File: src/rtl/dslope_seq.sv
module dslope_seq #(
  parameter int MAG_W      = 23,
  parameter int INT_BASE   = 1536,
  parameter int AZ_TICKS   = 1843,
  parameter int IZ_TICKS   = 1843,
  parameter int XFER_TICKS = 5069
) (
  input  logic             clk,
  input  logic             rst,
  input  logic             pwr_dn,
  input  logic             cmp_in,
  input  logic [2:0]       int_sel,
  input  logic             xfer_done,
  output logic [1:0]       phase,
  output logic [MAG_W-1:0] mag,
  output logic             sign,
  output logic             rdy
);

  function automatic int maxi(int a, int b);
    return (a > b) ? a : b;
  endfunction

  localparam int LIM = maxi(maxi(INT_BASE * 180, AZ_TICKS), maxi(IZ_TICKS, XFER_TICKS));
  localparam int CW  = $clog2(LIM + 1);

  localparam logic [1:0] PH_AZ  = 2'b00;
  localparam logic [1:0] PH_INT = 2'b01;
  localparam logic [1:0] PH_DI  = 2'b10;
  localparam logic [1:0] PH_IZ  = 2'b11;

  localparam logic [MAG_W-1:0] MAG_MAX = '1;
  localparam logic [CW-1:0]    CNT_MAX = '1;
  localparam logic [CW-1:0]    AZ_LAST = CW'(AZ_TICKS - 1);
  localparam logic [CW-1:0]    IZ_LAST = CW'(IZ_TICKS - 1);
  localparam logic [CW-1:0]    TO_LAST = CW'(XFER_TICKS - 1);

  function automatic logic [CW-1:0] int_len(logic [2:0] s);
    int m;
    case (s)
      3'd0: m = 10;
      3'd1: m = 12;
      3'd2: m = 20;
      3'd3: m = 30;
      3'd4: m = 40;
      3'd5: m = 60;
      3'd6: m = 120;
      default: m = 180;
    endcase
    return CW'(INT_BASE * m);
  endfunction

  logic [1:0]    pre;
  logic [CW-1:0] cnt, len_q;
  logic          cmp_q, pending;
  logic          tick, az_done, zero_cross;

  assign tick       = (pre == 2'd3);
  assign az_done    = (cnt >= AZ_LAST);
  assign zero_cross = cmp_q && !cmp_in;
  assign rdy        = pending && (phase == PH_AZ);

  always_ff @(posedge clk) begin
    if (rst) begin
      pre     <= '0;
      phase   <= PH_AZ;
      cnt     <= '0;
      len_q   <= '0;
      cmp_q   <= 1'b0;
      pending <= 1'b0;
      mag     <= '0;
      sign    <= 1'b0;
    end else if (pwr_dn) begin
      pre     <= '0;
      phase   <= PH_AZ;
      cnt     <= '0;
      pending <= 1'b0;
    end else begin
      pre <= pre + 2'd1;
      if (xfer_done) pending <= 1'b0;
      if (tick) begin
        cmp_q <= cmp_in;
        case (phase)
          PH_AZ: begin
            if (az_done && !pending) begin
              phase <= PH_INT;
              cnt   <= '0;
              len_q <= int_len(int_sel);
            end else begin
              if (cnt != CNT_MAX) cnt <= cnt + CW'(1);
              if (pending && cnt == TO_LAST) pending <= 1'b0;
            end
          end
          PH_INT: begin
            if (cnt == len_q - CW'(1)) begin
              phase <= PH_DI;
              cnt   <= '0;
              sign  <= cmp_in;
              mag   <= '0;
            end else begin
              cnt <= cnt + CW'(1);
            end
          end
          PH_DI: begin
            if (zero_cross || mag == MAG_MAX) phase <= PH_IZ;
            else mag <= mag + MAG_W'(1);
          end
          default: begin
            if (cnt == IZ_LAST) begin
              phase   <= PH_AZ;
              cnt     <= '0;
              pending <= 1'b1;
            end else begin
              cnt <= cnt + CW'(1);
            end
          end
        endcase
      end
    end
  end

  // phase only steps forward by one
  a_r1_phase_order: assert property (@(posedge clk) disable iff (rst)
    !pwr_dn |=> (phase == $past(phase)) || (phase == 2'($past(phase) + 2'd1)));

  // a pending result lives only in auto zero
  a_r8_pending_in_az: assert property (@(posedge clk) disable iff (rst)
    pending |-> phase == PH_AZ);

  // integrate never follows a cycle with ready raised
  a_r8_no_int_while_rdy: assert property (@(posedge clk) disable iff (rst)
    rdy |=> phase != PH_INT);

  // the deintegrate count never wraps
  a_r6_no_wrap: assert property (@(posedge clk) disable iff (rst)
    (phase == PH_DI && $past(phase) == PH_DI) |-> mag >= $past(mag));

  // result held outside deintegrate
  a_r12_mag_hold: assert property (@(posedge clk) disable iff (rst)
    (phase != PH_DI && $past(phase) != PH_DI) |-> $stable(mag));

  // power-down idles the sequencer
  a_r10_pd_idle: assert property (@(posedge clk) disable iff (rst)
    $past(pwr_dn) |-> (phase == PH_AZ && !pending));

  // returning from integrator zero raises a pending result
  a_r7_result_pending: assert property (@(posedge clk) disable iff (rst)
    ($past(phase) == PH_IZ && phase == PH_AZ && !$past(pwr_dn)) |-> pending);

endmodule

File: config.mk
export PLATFORM = sky130hd
export DESIGN_NAME = dslope_seq
export DESIGN_NICKNAME = d
export VERILOG_FILES = /design/src/rtl/dslope_seq.sv
export SDC_FILE = /design/constraint.sdc
export NUM_CORES = 1
export LEC_CHECK = 0
export CORE_ASPECT_RATIO = 0.6
export CORE_MARGIN = 8
export CORE_UTILIZATION = 40
export CTS_BUF_LIST = sky130_fd_sc_hd__clkbuf_8
export DETAILED_ROUTE_END_ITERATION = 12
export DONT_BUFFER_PORTS = 1
export GPL_ROUTABILITY_DRIVEN = 1
export SYNTH_ARGS = -nofsm -noshare
export SYNTH_HDL_FRONTEND = slang
export SYNTH_SLANG_ARGS = --single-unit
File: constraint.sdc
create_clock -name clk -period 4.1 [get_ports clk]
set_input_delay 0.205 -clock clk [delete_from_list [all_inputs] [get_ports clk]]
set_output_delay 0.205 -clock clk [all_outputs]
set_load 0.02 [all_outputs]
==> summary.txt, run 1 <==
Status
  • Status: finished, final reports clean

Routing
  • Overall routed net length: roughly 10 mm
  • Routed WL per cell: around 18 um
  • Total DRC errors in the routed layout: 0
  • Number of detailed-route iterations in the first pass: 4
  • Ratio of routed vias to standard cells: between 5 and 6
  • Routed Antenna Nets: 0
  • Via Count: about 3,200
  • Detailed router's first-iteration violation count: 323

Clocking
  • Number of clock buffers inserted by TritonCTS: 9
  • Number of gates given a new drive strength after cts: 0
  • Number of hold-repair buffers added at the cts stage: 2
  • Clock tree from TritonCTS: done
  • Largest buffer count on any clock path: 2
  • Maximum level of the CTS H-tree: 3
  • Clock input transition at the sequential cells of the worst setup and hold paths: ~70 ps
  • Clock sink count: 58
  • Clock latency of the later-clocked register in the worst-skew pair: between 300 and 400 ps
  • Buffer cell driving the clock tree root: clkbuf_8
  • # Post-CTS Setup Buffers: 0

Timing
  • Setup TNS: 0 ps
  • Worst setup margin: roughly 600 ps
  • Final worst-path cycle share: 0.852
  • Number of pins with negative max-slew slack in the final report: 0
  • Transition time of the tightest slew-check pin: 1250 ps
  • Peak Freq: around 0.29 GHz
  • Final critical path time including I/O delays and setup: roughly 3500 ps
  • Relative slew slack: 0.167
  • Final Hold Viols: 0
  • Setup clock skew after layout: between 7 and 8 ps
  • Setup repair after global routing missed its margin: no
  • Final number of setup-violating endpoints: 0

Critical path
  • Crit Path Class: flip-flop to flip-flop
  • Startpoint types: flip-flop
  • Endpoint kind of the worst setup timing path: flip-flop
  • Worst Path Required: ~4400 ps
  • Worst EP arrival: between 3000 and 4000 ps
  • Worst Path Max Fanout: 15

Global routing
  • Global-route wire length before repair: between 15 and 20 mm
  • Overall Global Routing Usage: 0.165
  • Via count of the first global-routing pass: 2,910
  • Number of antenna violations at the first check in global routing: 0
  • Largest net degree at the start of global routing: 21
  • Overall overflow remaining after global route: 0

Yosys
  • Most area-hungry cell type in the Yosys netlist: dfxtp_1
  • Most frequent cells after synthesis: dfxtp_1 (58), nor2_1 (41), a21oi_1 (33)
  • Number of synthesized flops with an enable pin: 0
  • Dominant combinational cell family by area after synthesis: simple AND/OR/NAND/NOR gates
  • Net count after synthesis: between 400 and 500
  • Mean Syn Cell Area: around 8.1 um2
  • Area fraction in and, or, nand and nor cells after synthesis: 0.317
  • Cell count after synthesis: about 440
  • Multiplexer share of the synthesized area: 0.0225
  • Share of synthesized cell area in full adder, half adder and majority cells: 0.0583
  • Number of flip-flops and latches in the synthesized netlist: 58
  • Proportion of synthesized chip area in sequential cells: 0.326
  • Synth area leaders: dfxtp_1 (33%), ha_1 (5.3%), a21oi_1 (4.6%)
  • Most frequent cell after synthesis: dfxtp_1
  • Area share of the leading cell type in the synthesized netlist: 0.326
  • Xor/xnor share of the synthesized area: 0.0566
  • Netlist cell types: between 60 and 70
  • Compound-Gate Fraction of Synth Area: 0.174
  • Number of warnings issued by yosys: 0
  • Async set or reset register ratio after synthesis: 0
  • Ys flop type: dfxtp_1
  • Mapped cell area: 3560 um2

Floorplanning
  • Chip Width: 138 um
  • Die height: a little under 90 um
  • Full die area: roughly 12,000 um2
  • Area of the core: 8590 um2
  • Initial core utilization: 0.415
  • Number of top-level design ports: 35
  • Std cell rows: 26

Cells and area
  • Layout cells sized above 1: 0.0709
  • Fillers: about 890
  • Final antenna diode count: 0
  • Area growth, synth to finish: 7.80%
  • Sequential cell area: about 1200 um2
  • Area used by multi-input combinational logic: ~2200 um2
  • Nets: ~460

Placed design
  • Quantity of I/O buffers inserted on ports: 0
  • Pre-CTS setup slack: around 770 ps
  • Post-detail-place hpwl: between 7 and 8 mm
  • Gp weighted congestion: 0.840

Power
  • Power, Total: 1.14 mW
  • Power Density: between 200 and 300 nW/um2
  • Reported leakage power: 1.29 nW
  • Peak supply drop: around 0.15 mV

Flow run
  • Number of max-cap violations: 0

Min path
  • HP Class: input port to flip-flop
==> layout by cell type (no fill, tap or decap), types with 2 or more instances in the layout <==
cell | synthesis | final
a211oi_1 | 2 | 2
a21oi_1 | 33 | 33
a221o_1 | 7 | 7
a22o_1 | 2 | 2
a31o_2 | 3 | 3
and2_1 | 4 | 4
and3_1 | 10 | 10
and3b_1 | 2 | 2
and4_1 | 12 | 12
and4b_1 | 2 | 2
buf_4 | 1 | 4
clkbuf_8 | 0 | 10
clkinv_2 | 0 | 3
dfxtp_1 | 58 | 58
dlygate4sd3_1 | 0 | 2
ha_1 | 15 | 15
inv_1 | 15 | 16
mux2i_1 | 8 | 8
nand2_1 | 31 | 31
nand2b_1 | 3 | 3
nand3_1 | 25 | 25
nand4_1 | 14 | 14
nand4b_1 | 2 | 2
nor2_1 | 41 | 41
nor2b_1 | 9 | 9
nor3_1 | 8 | 8
nor4_1 | 4 | 4
o21ai_0 | 18 | 18
o21bai_1 | 2 | 2
o22ai_1 | 7 | 7
or2_2 | 4 | 4
or3_1 | 20 | 20
or4_1 | 4 | 4
xnor2_1 | 14 | 14
xor2_1 | 9 | 9
==> path summary, 6_finish.rpt <==
| check | end | slack, ps | startpoint | depth (start not counted) |
|---|---|---|---|---|
| worst max-delay path | mag[20]$_SDFFE_PP0P_ | 600 | len_q[12]$_SDFFE_PP0P_ | 7 |
| worst min-delay path | len_q[18]$_SDFFE_PP0P_ | 20 | int_sel[1] | 2 |
| worst max register to register | mag[20]$_SDFFE_PP0P_ | 600 | len_q[12]$_SDFFE_PP0P_ | 7 |
| worst min register to register | pre[0]$_SDFF_PP0_ | 420 | pre[0]$_SDFF_PP0_ | 1 |
==> metal layers <==
| metal | vias up | routed length [um] | share of wire | track usage |
|---|---|---|---|---|
| met2 | 99 | 3590 | 0.37 | 0.209 |
| li1 | 1612 | - | - | - |
| met3 | 11 | 899 | 0.093 | 0.0584 |
| met1 | 1511 | 5100 | 0.53 | 0.245 |
| met5 | - | 0 | 0 | 0 |
| met4 | 0 | 121 | 0.012 | 0.0533 |
==> sequential cells by signal (all words and copies together) (netlist names) <==
register  cells
cnt          19
sign          1
cmp_q         1
len_q         9
phase         2
mag          23
pending       1
pre           2
==> cell families (layout without fill, tap and decap cells) <==
group	count (synthesis)	count (layout)
buffers and inverters	41	37
xor gates and xnor gates	23	23
and+or+nand+nor	203	203
DFF	58	58
muxes	8	8
adders and majority gates	16	16
AOI/OAI and AO/OA	92	92
==> cell type report <==
class,count,share of cell area
clock inverters,6,0.0150
inverters,15,0.0147
repair buffers,6,0.0130
clock buffers,10,0.0359
well taps,112,0.0365
flip-flops and latches,58,0.302
multi-input cells,342,0.582
==> worst max-delay path, stage by stage (launching register included) <==
cell       delay (ps)
dfxtp_1           370
or3_1             460
nor3b_1           360
o2111ai_1         270
o41ai_4           640
nand4_1           560
or4_1             630
a21oi_1           140
==> metrics by stage <==
step           instances  utilization  instance area (um2)  hold WS [ps]
3_5_place_dp         531        0.422                 3620           281
5_1_grt              549        0.447                 3840          16.1
6_report             549        0.447                 3840          19.8
4_1_cts              549        0.447                 3840          3.15
3_3_place_gp         531        0.422                 3620           278
2_1_floorplan        441            -                 3560           344
==> report_power, final <==
part / leakage, nW / switching (mW) / internal (mW) / total (mW)
logic: 0.713 / 0.0285 / 0.0180 / 0.0465
clock network: 0.107 / 0.236 / 0.292 / 0.528
registers: 0.467 / 0.000439 / 0.564 / 0.565
total: 1.29 / 0.265 / 0.875 / 1.14
No activity file was read; power rests on OpenSTA's default activity.
==> run 2: changes to the inputs <==
Settings changed: REMOVE_ABC_BUFFERS set to 1.
==> summary.txt, run 2 (synthesis gave the netlist of run 1 again) <==
Status
  • Status: finished, final reports clean

Cells and area
  • Layout cells sized above 1: 0.0752
  • Commonest cells after routing, fill and taps aside: dfxtp_1 (58), nor2_1 (41), a21oi_1 (33)
  • Post-route non-filler standard cell count: between 500 and 600
  • Area growth, synth to finish: 8.89%
  • Largest registers ranked by flip-flop count: mag: 23 flops, cnt: 19 flops, len_q: 9 flops
  • Final antenna diode count: 0
  • Commonest non-fill, non-tap cell in the layout: dfxtp_1
  • Largest register FFs: 23
  • Fillers: slightly below 900
  • Largest Register: mag
  • Nets: between 400 and 500

Power
  • P_sw: approximately 0.27 mW
  • Peak supply drop: ~0.26 mV
  • Gate power share: 0.038
  • Reported leakage power: approximately 1.3 nW
  • Relative contribution of sequential cells to total power: 0.470
  • Internal power: 0.936 mW
  • Clock share of power: 0.492
  • Net switching share of the total power: 0.221
  • Power Density: 310 nW/um2

Clocking
  • Buffer cell driving the clock tree root: clkbuf_8
  • Largest buffer count on any clock path: 2
  • Number of clock buffers inserted by TritonCTS: 9
  • Number of gates given a new drive strength after cts: 0
  • Clock input transition at the sequential cells of the worst setup and hold paths: 70 ps
  • Clock latency of the later-clocked register in the worst-skew pair: approximately 350 ps
  • Clock tree from TritonCTS: done
  • Clock sink count: 58
  • Maximum level of the CTS H-tree: 3

Floorplanning
  • Full die area: ~12,000 um2
  • Initial core utilization: 0.415
  • Std cell rows: 26
  • Chip Width: around 140 um
  • Die height: around 89 um
  • Area of the core: 8590 um2
  • Number of top-level design ports: 35

Critical path
  • Startpoint types: flip-flop
  • Worst EP arrival: between 3000 and 4000 ps
  • Reg-to-reg slack, setup: 950 ps
  • Launching point of the worst reg2reg path: cnt[1]$_SDFFE_PP0P_
  • Worst reg-to-reg path cell count: 8
  • Worst Path Required: between 4000 and 5000 ps
  • Crit Path Class: flip-flop to flip-flop
  • Worst R2R End: mag[20]$_SDFFE_PP0P_
  • Endpoint kind of the worst setup timing path: flip-flop
  • Worst Path Max Fanout: 15

Placed design
  • Quantity of I/O buffers inserted on ports: 0
  • Post-detail-place hpwl: slightly above 7 mm
  • # placed instances: 533
  • Pre-CTS setup slack: about 1000 ps
  • Gp weighted congestion: 0.897

Timing
  • Final number of setup-violating endpoints: 0
  • Setup repair after global routing missed its margin: no
  • Final Hold Viols: 0
  • Relative slew slack: 0.453
  • Number of pins with negative max-slew slack in the final report: 0
  • Peak Freq: between 0.3 and 0.4 GHz
  • Transition time of the tightest slew-check pin: about 810 ps
  • Setup TNS: 0 ps
  • Final worst-path cycle share: 0.767
  • Setup clock skew after layout: 7.00 ps
  • Worst setup margin: 953 ps
  • Final critical path time including I/O delays and setup: 3150 ps

Global routing
  • Global-route wire length before repair: ~16 mm
  • Overall overflow remaining after global route: 0
  • Overall Global Routing Usage: 0.163
  • Number of antenna violations at the first check in global routing: 0
  • Largest net degree at the start of global routing: 22
  • Via count of the first global-routing pass: a little under 3,000

Routing
  • Ratio of routed vias to standard cells: 6.01
  • Number of detailed-route iterations in the first pass: 6
  • Routed WL per cell: about 18 um
  • Overall routed net length: 9.69 mm
  • Via Count: approximately 3,300
  • Routed Antenna Nets: 0
  • Detailed router's first-iteration violation count: roughly 280
  • Total DRC errors in the routed layout: 0

Min path
  • HP Class: input port to flip-flop
  • Hold Crit Endpoint: len_q[17]$_SDFFE_PP0P_
  • Worst Hold Depth: 2
  • Origin of the worst min-delay path: int_sel[2]

Flow run
  • Number of max-cap violations: 0
==> run 2: cell types whose count changed in the layout (fill, tap and decap cells not counted) <==
cell and change:
bufinv_16 +1, clkinv_2 -1, clkinvlp_4 +1, clkinv_4 -1, buf_4 +2
==> run 2: how the worst max path moves through the flow <==
stage,from,to,slack [ps],cells after the start
after floorplan,len_q[10]$_SDFFE_PP0P_,mag[20]$_SDFFE_PP0P_,860,7
after global placement,len_q[12]$_SDFFE_PP0P_,cnt[12]$_SDFFE_PP0P_,1070,9
after detailed placement,len_q[12]$_SDFFE_PP0P_,mag[20]$_SDFFE_PP0P_,990,7
after CTS,len_q[12]$_SDFFE_PP0P_,mag[20]$_SDFFE_PP0P_,970,7
after global routing,cnt[1]$_SDFFE_PP0P_,mag[20]$_SDFFE_PP0P_,640,8
final,cnt[1]$_SDFFE_PP0P_,mag[20]$_SDFFE_PP0P_,950,8
==> run 2: through the flow <==
stage	area, um2	hold slack [ps]	total power, mW	utilization
floorplan	3450	274	0.608	-
global placement	3640	282	0.618	0.424
detailed placement	3640	283	0.619	0.424
global route	3880	28.5	1.24	0.451
CTS	3880	10.4	1.22	0.451
finish	3880	20.0	1.20	0.451
==> run 2: what timing repair did <==
| action | in CTS | in global routing |
|---|---|---|
| setup buffers | 0 | 0 |
| hold buffers | 2 | 0 |
| endpoints found under the hold margin | 14 | 0 |
==> run 2: cell type report <==
class / count / area (um2) / area share
inverter: 15 / 56.3 / 0.0145
timing repair buffer: 8 / 65.1 / 0.0168
multi-input combinational: 342 / 2240 / 0.577
clock buffer: 10 / 138 / 0.0355
sequential: 58 / 1160 / 0.299
tap: 112 / 140 / 0.0361
clock inverter: 6 / 81.3 / 0.0210
==> run 2: worst max-delay path, cell delays in order, from the launching register on <==
cell and delay, ps:
dfxtp_1 430, ha_1 260, nand3_1 200, a211oi_1 280, o2111ai_1 230, o41ai_4 400
nand4_1 510, or4_1 640, a21oi_1 150
==> run 2: power by group through the flow <==
stage	clock network [mW]	logic, mW	registers, mW
final	0.591	0.0461	0.565
after global routing	0.625	0.0521	0.564
after CTS	0.605	0.0463	0.565
after detailed placement	0	0.0420	0.577
after global placement	0	0.0408	0.577
after floorplan	0	0.0302	0.577
==> run 2: layer usage <==
metal  vias up  part of all wire  global-route usage
li1       1611                 -                   -
met1      1537              0.50               0.237
met2       140              0.38               0.215
met3        22              0.10              0.0600
met4         0             0.014              0.0495
met5         -                 0                   0
